### src/rtl/hs_irq_pkg.sv
package hs_irq_pkg;

    typedef enum logic [1:0] {
        PRIV_LOWER = 2'b00,
        PRIV_HOST  = 2'b01,
        PRIV_RSVD  = 2'b10,
        PRIV_MACH  = 2'b11
    } priv_e;

    localparam int NUM_SRC = 7;
    localparam int CAUSE_W = 6;
    localparam int MIN_W   = 13;

    typedef struct packed {
        logic               take;
        logic [CAUSE_W-1:0] cause;
    } arb_out_t;

    // Bit index served at priority rank k (rank 0 is highest).
    function automatic int rank_bit(input int k);
        case (k)
            0:       return 9;
            1:       return 1;
            2:       return 5;
            3:       return 12;
            4:       return 10;
            5:       return 2;
            default: return 6;
        endcase
    endfunction

    // Mask of all bits that take part in arbitration.
    function automatic logic [31:0] src_mask();
        logic [31:0] m;
        m = '0;
        for (int k = 0; k < NUM_SRC; k++) m[rank_bit(k)] = 1'b1;
        return m;
    endfunction

endpackage

### src/rtl/hs_trap_permit.sv
module hs_trap_permit
    import hs_irq_pkg::*;
(
    input  logic [1:0] priv_mode,
    input  logic       sup_gie,
    output logic       permit
);
    priv_e mode;
    assign mode = priv_e'(priv_mode);

    always_comb begin
        case (mode)
            PRIV_LOWER: permit = 1'b1;
            PRIV_HOST:  permit = sup_gie;
            default:    permit = 1'b0;
        endcase
    end
endmodule

### src/rtl/hs_cand_build.sv
module hs_cand_build
    import hs_irq_pkg::*;
#(
    parameter int VEC_W = 16
) (
    input  logic [VEC_W-1:0] s_pend,
    input  logic [VEC_W-1:0] s_en,
    input  logic [VEC_W-1:0] h_pend,
    input  logic [VEC_W-1:0] h_en,
    input  logic [VEC_W-1:0] h_deleg,
    output logic [VEC_W-1:0] cand
);
    localparam logic [31:0]      FULL_MASK = src_mask();
    localparam logic [VEC_W-1:0] MASK      = FULL_MASK[VEC_W-1:0];

    logic [VEC_W-1:0] s_hit;
    logic [VEC_W-1:0] h_hit;

    assign s_hit = s_pend & s_en;
    assign h_hit = h_pend & h_en;
    assign cand  = (s_hit | h_hit) & ~h_deleg & MASK;
endmodule

### src/rtl/hs_prio_pick.sv
module hs_prio_pick
    import hs_irq_pkg::*;
#(
    parameter int VEC_W = 16
) (
    input  logic [VEC_W-1:0]   cand,
    output logic               found,
    output logic [CAUSE_W-1:0] cause,
    output logic [NUM_SRC-1:0] grant
);
    logic [NUM_SRC-1:0] hit;

    for (genvar k = 0; k < NUM_SRC; k++) begin : g_rank
        localparam int B = rank_bit(k);
        assign hit[k] = cand[B];
    end

    always_comb begin
        logic seen;
        seen  = 1'b0;
        grant = '0;
        cause = '0;
        for (int k = 0; k < NUM_SRC; k++) begin
            grant[k] = hit[k] & ~seen;
            seen     = seen | hit[k];
            if (grant[k]) cause = CAUSE_W'(rank_bit(k));
        end
        found = seen;
    end

    always_comb begin
        a_r6_single_winner: assert ($onehot0(grant));
        if (found) begin
            a_r7_winner_is_candidate: assert (cand[cause] == 1'b1);
        end
    end
endmodule

### src/rtl/hs_irq_arbiter.sv
module hs_irq_arbiter
    import hs_irq_pkg::*;
#(
    parameter int VEC_W   = 16,
    parameter bit REG_OUT = 1'b1
) (
    input  logic             clk,
    input  logic             rst,
    input  logic [1:0]       priv_mode,
    input  logic             sup_gie,
    input  logic [VEC_W-1:0] s_pend,
    input  logic [VEC_W-1:0] s_en,
    input  logic [VEC_W-1:0] h_pend,
    input  logic [VEC_W-1:0] h_en,
    input  logic [VEC_W-1:0] h_deleg,
    output logic             take_trap,
    output logic [5:0]       cause
);
    initial begin
        a_width_ok: assert (VEC_W >= MIN_W && VEC_W <= 32);
    end

    logic               permit;
    logic [VEC_W-1:0]   cand;
    logic               found;
    logic [CAUSE_W-1:0] pick_cause;
    logic [NUM_SRC-1:0] grant;
    arb_out_t           nxt;
    arb_out_t           cur;

    hs_trap_permit u_permit (
        .priv_mode (priv_mode),
        .sup_gie   (sup_gie),
        .permit    (permit)
    );

    hs_cand_build #(.VEC_W(VEC_W)) u_cand (
        .s_pend  (s_pend),
        .s_en    (s_en),
        .h_pend  (h_pend),
        .h_en    (h_en),
        .h_deleg (h_deleg),
        .cand    (cand)
    );

    hs_prio_pick #(.VEC_W(VEC_W)) u_pick (
        .cand  (cand),
        .found (found),
        .cause (pick_cause),
        .grant (grant)
    );

    always_comb begin
        nxt.take  = permit & found;
        nxt.cause = nxt.take ? pick_cause : '0;
    end

    if (REG_OUT) begin : g_reg
        always_ff @(posedge clk) begin
            if (rst) cur <= '0;
            else     cur <= nxt;
        end

        a_r1_machine_blocks: assert property (@(posedge clk) disable iff (rst)
            (priv_mode[1] == 1'b1) |=> !take_trap);
        a_r2_gie_gates_host: assert property (@(posedge clk) disable iff (rst)
            (priv_mode == 2'b01 && !sup_gie) |=> !take_trap);
        a_r5_delegated_never_wins: assert property (@(posedge clk) disable iff (rst)
            (found && h_deleg[pick_cause]) |-> 1'b0);
        a_r8_idle_cause_zero: assert property (@(posedge clk) disable iff (rst)
            !take_trap |-> (cause == '0));
    end else begin : g_comb
        assign cur = nxt;

        always_comb begin
            if (!take_trap) begin
                a_r8_idle_cause_zero_c: assert (cause == '0);
            end
        end
    end

    assign take_trap = cur.take;
    assign cause     = cur.cause;
endmodule

### config.mk
export PLATFORM = sky130hd
export DESIGN_NAME = hs_irq_arbiter
export DESIGN_NICKNAME = d
export VERILOG_FILES = /design/src/rtl/hs_irq_pkg.sv /design/src/rtl/hs_trap_permit.sv /design/src/rtl/hs_cand_build.sv /design/src/rtl/hs_prio_pick.sv /design/src/rtl/hs_irq_arbiter.sv
export SDC_FILE = /design/constraint.sdc
export NUM_CORES = 1
export LEC_CHECK = 0
export ABC_CLOCK_PERIOD_IN_PS = 1850
export BUFFER_PORTS_ARGS = -buffer_cell sky130_fd_sc_hd__buf_2
export CAP_MARGIN = 0
export CORE_MARGIN = 2
export CORE_UTILIZATION = 26
export DETAILED_ROUTE_END_ITERATION = 8
export PLACE_DENSITY_LB_ADDON = 0.3
export SETUP_SLACK_MARGIN = 0.5
export SLEW_MARGIN = 20
export SYNTH_ARGS = -nofsm -noshare
export SYNTH_HDL_FRONTEND = slang
export SYNTH_HIERARCHICAL = 1
export SYNTH_SLANG_ARGS = --single-unit
### constraint.sdc
create_clock -name clk -period 1.85 [get_ports clk]
set_input_delay 0.2775 -clock clk [delete_from_list [all_inputs] [get_ports clk]]
set_output_delay 0.2775 -clock clk [all_outputs]
set_load 0.02 [all_outputs]
==> results of run 1 <==
metrics by stage:
| step | instance area, sq um | power, mW |
|---|---|---|
| 3_5_place_dp | 637 | 0.270 |
| 5_1_grt | 668 | 0.425 |
| 2_1_floorplan | 402 | 0.219 |
| 3_3_place_gp | 637 | 0.267 |
| 4_1_cts | 663 | 0.409 |
| 6_report | 668 | 0.399 |
state kept, by name (all words and copies together), names as in the netlist:
| register | flops |
|---|---|
| take_trap | 1 |
| cause | 6 |
critical path, stage by stage:
cell,delay [ns]
buf_2,0.09
a22oi_1,0.16
nor2_1,0.11
or3_4,0.40
nor3_2,0.14
and4b_1,0.20
layer usage:
layer	GRT usage	vias to the layer above
met5	0	-
met4	0.109	0
met3	0.0128	2
met2	0.155	36
met1	0.125	201
li1	-	260
area by class of cell:
class,count,area (sq um)
inverter,2,7.51
timing repair buffer,46,230
fill,155,803
sequential,7,140
tap,16,20.0
multi-input combinational,34,244
clock buffer,4,26.3
power by group:
group	switching [mW]	total (mW)	internal, mW
sequential	0.00123	0.159	0.158
combinational	0.0487	0.108	0.0592
clock	0.0503	0.132	0.0819
total	0.100	0.399	0.299
final timing paths:
path                     start         to  slack, ns  cells after the start
hold / removal    priv_mode[1]  take_trap       0.36                      3
setup / recovery     s_pend[5]   cause[1]       0.64                      6
==> out/qor.txt, run 1 <==
H-Tree Depth: 1
Syn Area/Cell: 9.04 sq um
# hold bufs at CTS: 0
Die width: 43.1 um
Port bufs: 46
TritonCTS Buffers: 3
PD cells: 597 mW/mm^2
WL/cell: 8.50 um
Layout cells sized above 1: 0.591
Warnings from Yosys: 6
Fmax: 0.828 GHz
Min Clock Period, post-route: 1.21 ns
Crit end category: flip-flop
Worst path required time: 2.03 ns
Placed insts: 105
Hold Fails Final Rpt: 0
Clk buf depth: 2
Hold WC Path Type: in -> reg
Initial antenna violation count: 0
Mapped cell area: 398 sq um
Fin worst setup slack: 0.642 ns
Met1 wire length: 350 um
Root buffer cell: clkbuf_4
Unrepaired setup endpoints after global routing: no
# Max-Cap Violations: 0
Worst-path clk slew: 0.05 ns
Met3 WL: 146 um
Largest net degree at the start of global routing: 8
DRT antenna net count: 0
CTS Sinks: 7
# rows: 14
Postcts setup bufs: 0
Met2 WL: 417 um
Leakage: 0.376 nW
GRT Residual Overflow: 0
Drt first pass iters: 4
Arr. time, crit path: 1.39 ns
Vias/cell: 4.58
Net count, final: 179
# diodes: 0
Max Slew Vio Count: 0
DRC: 0
Outcome: completed
CP max FO: 4
Post-DP HPWL: 842 um
First-pass GRT wire length: 1440 um
CTS tree: built
Overall Global Routing Usage: 0.106
Final setup violation count: 0
DR top layer: met4
Commonest non-fill, non-tap cells in the layout: buf_2 (46), nor2_1 (9), dfxtp_1 (7), a22oi_1 (7), and4b_1 (6)
Die ar.: 0.00186 sq mm
Peak supply drop: 0.000177 V
Most common cell after layout, fill and taps aside: buf_2
Layout Cells excl Fill: 109
Crit start category: input pin
Gpl congestion: 0.641
Core area: 0.00147 sq mm
Post-CTS Resized: 0
Pre-CTS setup slack: 0.322 ns
Synth Instances: 44
Via count: 499
Final Cycle Share: 0.653
Layout Utilization: 0.454
Die H: 43.1 um
Iteration-0 DRC Markers: 4
Setup CP Type: in -> reg
Area Overhead vs Synth: 67.9%
Setup TNS: 0 ns
Initial Util: 0.270
Vias in the first global route: 412
WL final: 926 um
Hold slack: 0.364 ns
# IOs: 92
(Power assumes the default switching activity.)
==> run 2, diff against run 1 <==
--- a/config.mk
+++ b/config.mk
@@ -5,11 +5,11 @@
 export SDC_FILE = /design/constraint.sdc
 export NUM_CORES = 1
 export LEC_CHECK = 0
-export ABC_CLOCK_PERIOD_IN_PS = 1850
+export ABC_CLOCK_PERIOD_IN_PS = 1100
 export BUFFER_PORTS_ARGS = -buffer_cell sky130_fd_sc_hd__buf_2
 export CAP_MARGIN = 0
 export CORE_MARGIN = 2
-export CORE_UTILIZATION = 26
+export CORE_UTILIZATION = 24
 export DETAILED_ROUTE_END_ITERATION = 8
 export PLACE_DENSITY_LB_ADDON = 0.3
 export SETUP_SLACK_MARGIN = 0.5
==> constraint.sdc (replaced) <==
create_clock -name clk -period 1.1 [get_ports clk]
set_input_delay 0.165 -clock clk [delete_from_list [all_inputs] [get_ports clk]]
set_output_delay 0.165 -clock clk [all_outputs]
set_load 0.02 [all_outputs]
==> run 2 against run 1 <==
Via count increased by 7.0%. Non-clock buffer count increased by 8. Clock power increased by 64%. Design area increased by 27%. Clock-buffer cell count unchanged. Flip-flop and latch count unchanged.
==> out/qor.txt, run 2 (same netlist as run 1, synthesis figures left out) <==
Vias in the first global route: 447 (+8.5%)
TritonCTS Buffers: 3 (unchanged)
Outcome: completed
Die width: 44.7 um (+3.7%)
Drt first pass iters: 4 (unchanged)
DRC: 0 (unchanged)
Top cell family by delay on the critical path: simple AND/OR/NAND/NOR gates
Fill count: 146 (-5.8%)
WL/cell: 8.67 um (+2.0%)
First-pass GRT wire length: 1610 um (+12%)
Reg area: 148 sq um (+5.4%)
Setup TNS: 0 ns (unchanged)
Fin worst setup slack: 0.0530 ns (-0.589 ns)
Fmax: 0.955 GHz
CTS Sinks: 7 (unchanged)
Worst-path clk slew: 0.05 ns (about the same)
CP bufs+invs: 1 (unchanged)
# rows: 14 (unchanged)
Worst path depth: 6 (unchanged)
WL final: 1010 um (+9.5%)
Area Overhead vs Synth: 114%
Die H: 44.7 um (+3.7%)
Hold WC Path Type: in -> reg
PD cells: 881 mW/mm^2 (+47%)
Worst-path cell chain: buf_2 > a22oi_2 > nor2_2 > or3_4 > nor3_2 > and4b_1
Peak supply drop: 0.000265 V (+50%)
Worst path required time: 1.28 ns (-0.75 ns)
Min Clock Period, post-route: 1.05 ns
Hold slack: 0.247 ns (-0.117 ns)
GRT Residual Overflow: 0 (unchanged)
DRT antenna net count: 0 (unchanged)
Initial Util: 0.261 (-0.00932)
CP max stage cell: or3_4
# hold bufs at CTS: 0 (unchanged)
Die ar.: 0.00200 sq mm (+7.5%)
Net count, final: 187 (+4.5%)
Commonest non-fill, non-tap cells in the layout: buf_2 (36), buf_6 (10), buf_4 (8), and4b_1 (6), dfxtp_2 (6)
Clk buf depth: 2 (unchanged)
# IOs: 92 (unchanged)
# Max-Cap Violations: 0 (unchanged)
Via count: 534 (+7.0%)
Vias/cell: 4.56 (-0.30%)
Root buffer cell: clkbuf_4
Pwr Total: 0.748 mW (+88%)
CP max FO: 3 (-1)
Largest net degree at the start of global routing: 8 (unchanged)
Arr. time, crit path: 1.23 ns (-0.16 ns)
Layout cells sized above 1: 0.782 (+0.191)
Most common cell after layout, fill and taps aside: buf_2
Hold Fails Final Rpt: 0 (unchanged)
Max reg flops: 6 (unchanged)
H-Tree Depth: 1 (unchanged)
Gpl congestion: 0.686 (+7.1%)
Leakage: 0.436 nW (+16%)
Crit start category: input pin
Core area: 0.00152 sq mm (+3.6%)
Crit end category: flip-flop
Footprint of the multi-input gates: 295 sq um (+21%)
Max Slew Vio Count: 0 (unchanged)
Worst hold path depth: 3 (unchanged)
CTS tree: built
Iteration-0 DRC Markers: 4 (unchanged)
Initial antenna violation count: 0 (unchanged)
Pre-CTS setup slack: -0.232 ns (-0.554 ns)
Port bufs: 46 (unchanged)
Layout Utilization: 0.557 (+0.103)
Setup CP Type: in -> reg
# diodes: 0 (unchanged)
Final Cycle Share: 0.952
Overall Global Routing Usage: 0.112 (+0.00678)
Final setup violation count: 0 (unchanged)
Largest stage delay, worst path: 0.40 ns (about the same)
Unrepaired setup endpoints after global routing: yes
-- run 2: through the flow --
| step | area (sq um) | std cells |
|---|---|---|
| after floorplan | 442 | 45 |
| after global placement | 722 | 111 |
| after detailed placement | 722 | 111 |
| after CTS | 823 | 117 |
| after global routing | 850 | 117 |
| final | 850 | 117 |
-- run 2: final cells by class --
type | instances | area share
timing repair buffer | 54 | 0.415
multi-input combinational | 34 | 0.348
sequential | 7 | 0.174
clock buffer | 4 | 0.0309
tap | 16 | 0.0236
inverter | 2 | 0.00884
-- run 2: path summary, 6_finish.rpt --
check    startpoint         to  slack, ns
max       s_pend[1]   cause[1]       0.05
min    priv_mode[1]  take_trap       0.25
-- run 2: metal layers --
layer  vias up  part of all wire  GRT usage
met4         0             0.012      0.109
met2        32              0.54      0.206
met3         2              0.12     0.0120
li1        276                 -          -
met1       224              0.33      0.106
met5         -                 0          0
-- run 2: timing repair --
item                       in CTS  in global routing
buffers inserted                2                  0
gates resized for setup        19                  7
setup endpoints to repair      12                 12
pin swaps                       3                  5
-- run 2: power breakdown --
group	total [mW]	switching (mW)	internal, mW
logic	0.259	0.104	0.156
clock network	0.217	0.0796	0.137
registers	0.272	0.00444	0.267
total	0.748	0.188	0.560
==> run 3, diff against run 2 <==
--- a/config.mk
+++ b/config.mk
@@ -11,7 +11,7 @@
 export CORE_MARGIN = 2
 export CORE_UTILIZATION = 24
 export DETAILED_ROUTE_END_ITERATION = 8
-export PLACE_DENSITY_LB_ADDON = 0.3
+export PLACE_DENSITY = 0.85
 export SETUP_SLACK_MARGIN = 0.5
 export SLEW_MARGIN = 20
 export SYNTH_ARGS = -nofsm -noshare
==> run 3 against run 2 <==
Core utilization fell by 1.9 points. Hold slack improved by 0.0056 ns. Sequential power barely moved. Maximum frequency rose by 2.0%. Die area did not move. Cell count did not move. Flip-flop and latch count did not move. First-iteration DRC count fell by 25%. Largest cell class unchanged. Largest power group unchanged.
==> out/qor.txt, run 3 (same netlist as run 1, synthesis figures left out) <==
Outcome: completed
# rows: 14 (unchanged)
Iteration-0 DRC Markers: 3 (-1)
WL/cell: 8.43 um (-2.8%)
CTS tree: built
Port bufs: 46 (unchanged)
Max Slew Vio Count: 0 (unchanged)
Peak supply drop: 0.000259 V (-2.0%)
DRC: 0 (unchanged)
Final setup violation count: 0 (unchanged)
Net count, final: 187 (unchanged)
Post-DP HPWL: 865 um
Min Clock Period, post-route: 1.03 ns (-0.0209 ns)
# IOs: 92 (unchanged)
Drt first pass iters: 4 (unchanged)
Placed insts: 108 (-2.7%)
# Max-Cap Violations: 0 (unchanged)
Die ar.: 0.00200 sq mm (unchanged)
Largest net degree at the start of global routing: 8 (unchanged)
CP max FO: 4 (+1)
CTS Sinks: 7 (unchanged)
Gpl congestion: 0.714 (+4.1%)
Crit start category: input pin
Sequential Power Share: 0.367 (+0.004)
Fmax: 0.975 GHz (+2.0%)
Hold Fails Final Rpt: 0 (unchanged)
Layout cells sized above 1: 0.772 (-0.00990)
Die width: 44.7 um (unchanged)
Cell Area, Placed: 699 sq um (-3.1%)
DRT antenna net count: 0 (unchanged)
H-Tree Depth: 1 (unchanged)
Hold slack: 0.252 ns (+0.00564 ns)
# hold bufs at CTS: 0 (unchanged)
First-pass GRT wire length: 1610 um (unchanged)
Clk buf depth: 2 (unchanged)
Final instance area: 821 sq um (-3.4%)
Crit end category: flip-flop
TritonCTS Buffers: 3 (unchanged)
Layout Utilization: 0.539 (-0.0189)
Pre-CTS setup slack: -0.206 ns (+0.0258 ns)
Commonest non-fill, non-tap cells in the layout: buf_2 (38), buf_6 (8), buf_4 (8), and4b_1 (6), dfxtp_2 (6)
Die H: 44.7 um (unchanged)
Area Overhead vs Synth: 106%
Max reg flops: 6 (unchanged)
Power share of the combinational group: 0.330 (-0.017)
Worst-path clk slew: 0.05 ns (about the same)
PD cells: 901 mW/mm^2 (+2.3%)
Hold WC Path Type: in -> reg
Leakage: 0.427 nW (-2.0%)
Worst path required time: 1.23 ns (-0.05 ns)
WL final: 986 um (-2.8%)
GRT Residual Overflow: 0 (unchanged)
Initial antenna violation count: 0 (unchanged)
Pint: 0.553 mW (-1.3%)
Final Cycle Share: 0.933 (-0.0190)
Fin worst setup slack: 0.0739 ns (+0.0209 ns)
Vias/cell: 4.48 (-1.9%)
# diodes: 0 (unchanged)
Overall Global Routing Usage: 0.110 (-0.00250)
Root buffer cell: clkbuf_4
Most common cell after layout, fill and taps aside: buf_2
Clock share of power: 0.302 (+0.012)
Switch Pwr: 0.187 mW (-0.60%)
Switching part of the total power: 0.252 (+0.00139)
Unrepaired setup endpoints after global routing: yes
Layout Cells excl Fill: 117 (unchanged)
Vias in the first global route: 474 (+6.0%)
Setup CP Type: in -> reg
Core area: 0.00152 sq mm (unchanged)
Via count: 524 (-1.9%)
Arr. time, crit path: 1.16 ns (-0.07 ns)
Initial Util: 0.261 (unchanged)
==> run 3: cell types whose count changed in the layout (fill, tap and decap cells not counted) <==
cell | previous run | this run
nor4_4 | 1 | 0
nor2_4 | 1 | 0
nor4_2 | 0 | 1
nand2_2 | 1 | 0
buf_6 | 10 | 8
nand2_1 | 0 | 1
nor2_2 | 3 | 4
buf_2 | 36 | 38
==> run 3: area by class of cell <==
cell class / instances / area [sq um]
Sequential cell: 7 / 148
Multi-Input combinational cell: 34 / 279
Inverter: 2 / 7.51
Tap cell: 16 / 20.0
Clock buffer: 4 / 26.3
Fill cell: 151 / 703
Timing Repair Buffer: 54 / 340
==> run 3: metrics by stage <==
step / power (mW) / setup TNS (ns)
after floorplan: 0.381 / -0.0133
after global placement: 0.479 / -0.771
after detailed placement: 0.485 / -0.906
after CTS: 0.744 / 0
after global routing: 0.779 / 0
final: 0.740 / 0
==> run 3: power by group through the flow <==
stage	logic (mW)	registers [mW]	clock network (mW)
after global routing	0.271	0.272	0.235
after detailed placement	0.213	0.272	0
after floorplan	0.0932	0.287	0
after global placement	0.207	0.272	0
final	0.244	0.272	0.224
after CTS	0.243	0.272	0.229
==> run 3: final timing paths <==
path | slack [ns] | to | depth (start not counted) | start
hold / removal | 0.25 | take_trap | 2 | rst
setup / recovery | 0.07 | cause[2] | 6 | s_pend[5]
==> run 3: what timing repair did <==
item                                    CTS  global route
cloned                                    0             0
gates resized for setup                  21             0
pin swaps                                 7             5
endpoints found under the setup margin   12            12
buffers inserted                          4             1
==> run 3: per-layer routing <==
layer  up-vias  wire, um  track usage
met5         -         0            0
met3         2       119       0.0240
met2        36       460        0.177
met4         0        19       0.0970
met1       208       387        0.120
li1        278         -            -
==> run 3: worst max-delay path: stages <==
cell and delay (ns):
buf_6 0.09, a22oi_2 0.17, nor2_2 0.08, buf_4 0.13
o31a_2 0.33, and4b_1 0.19
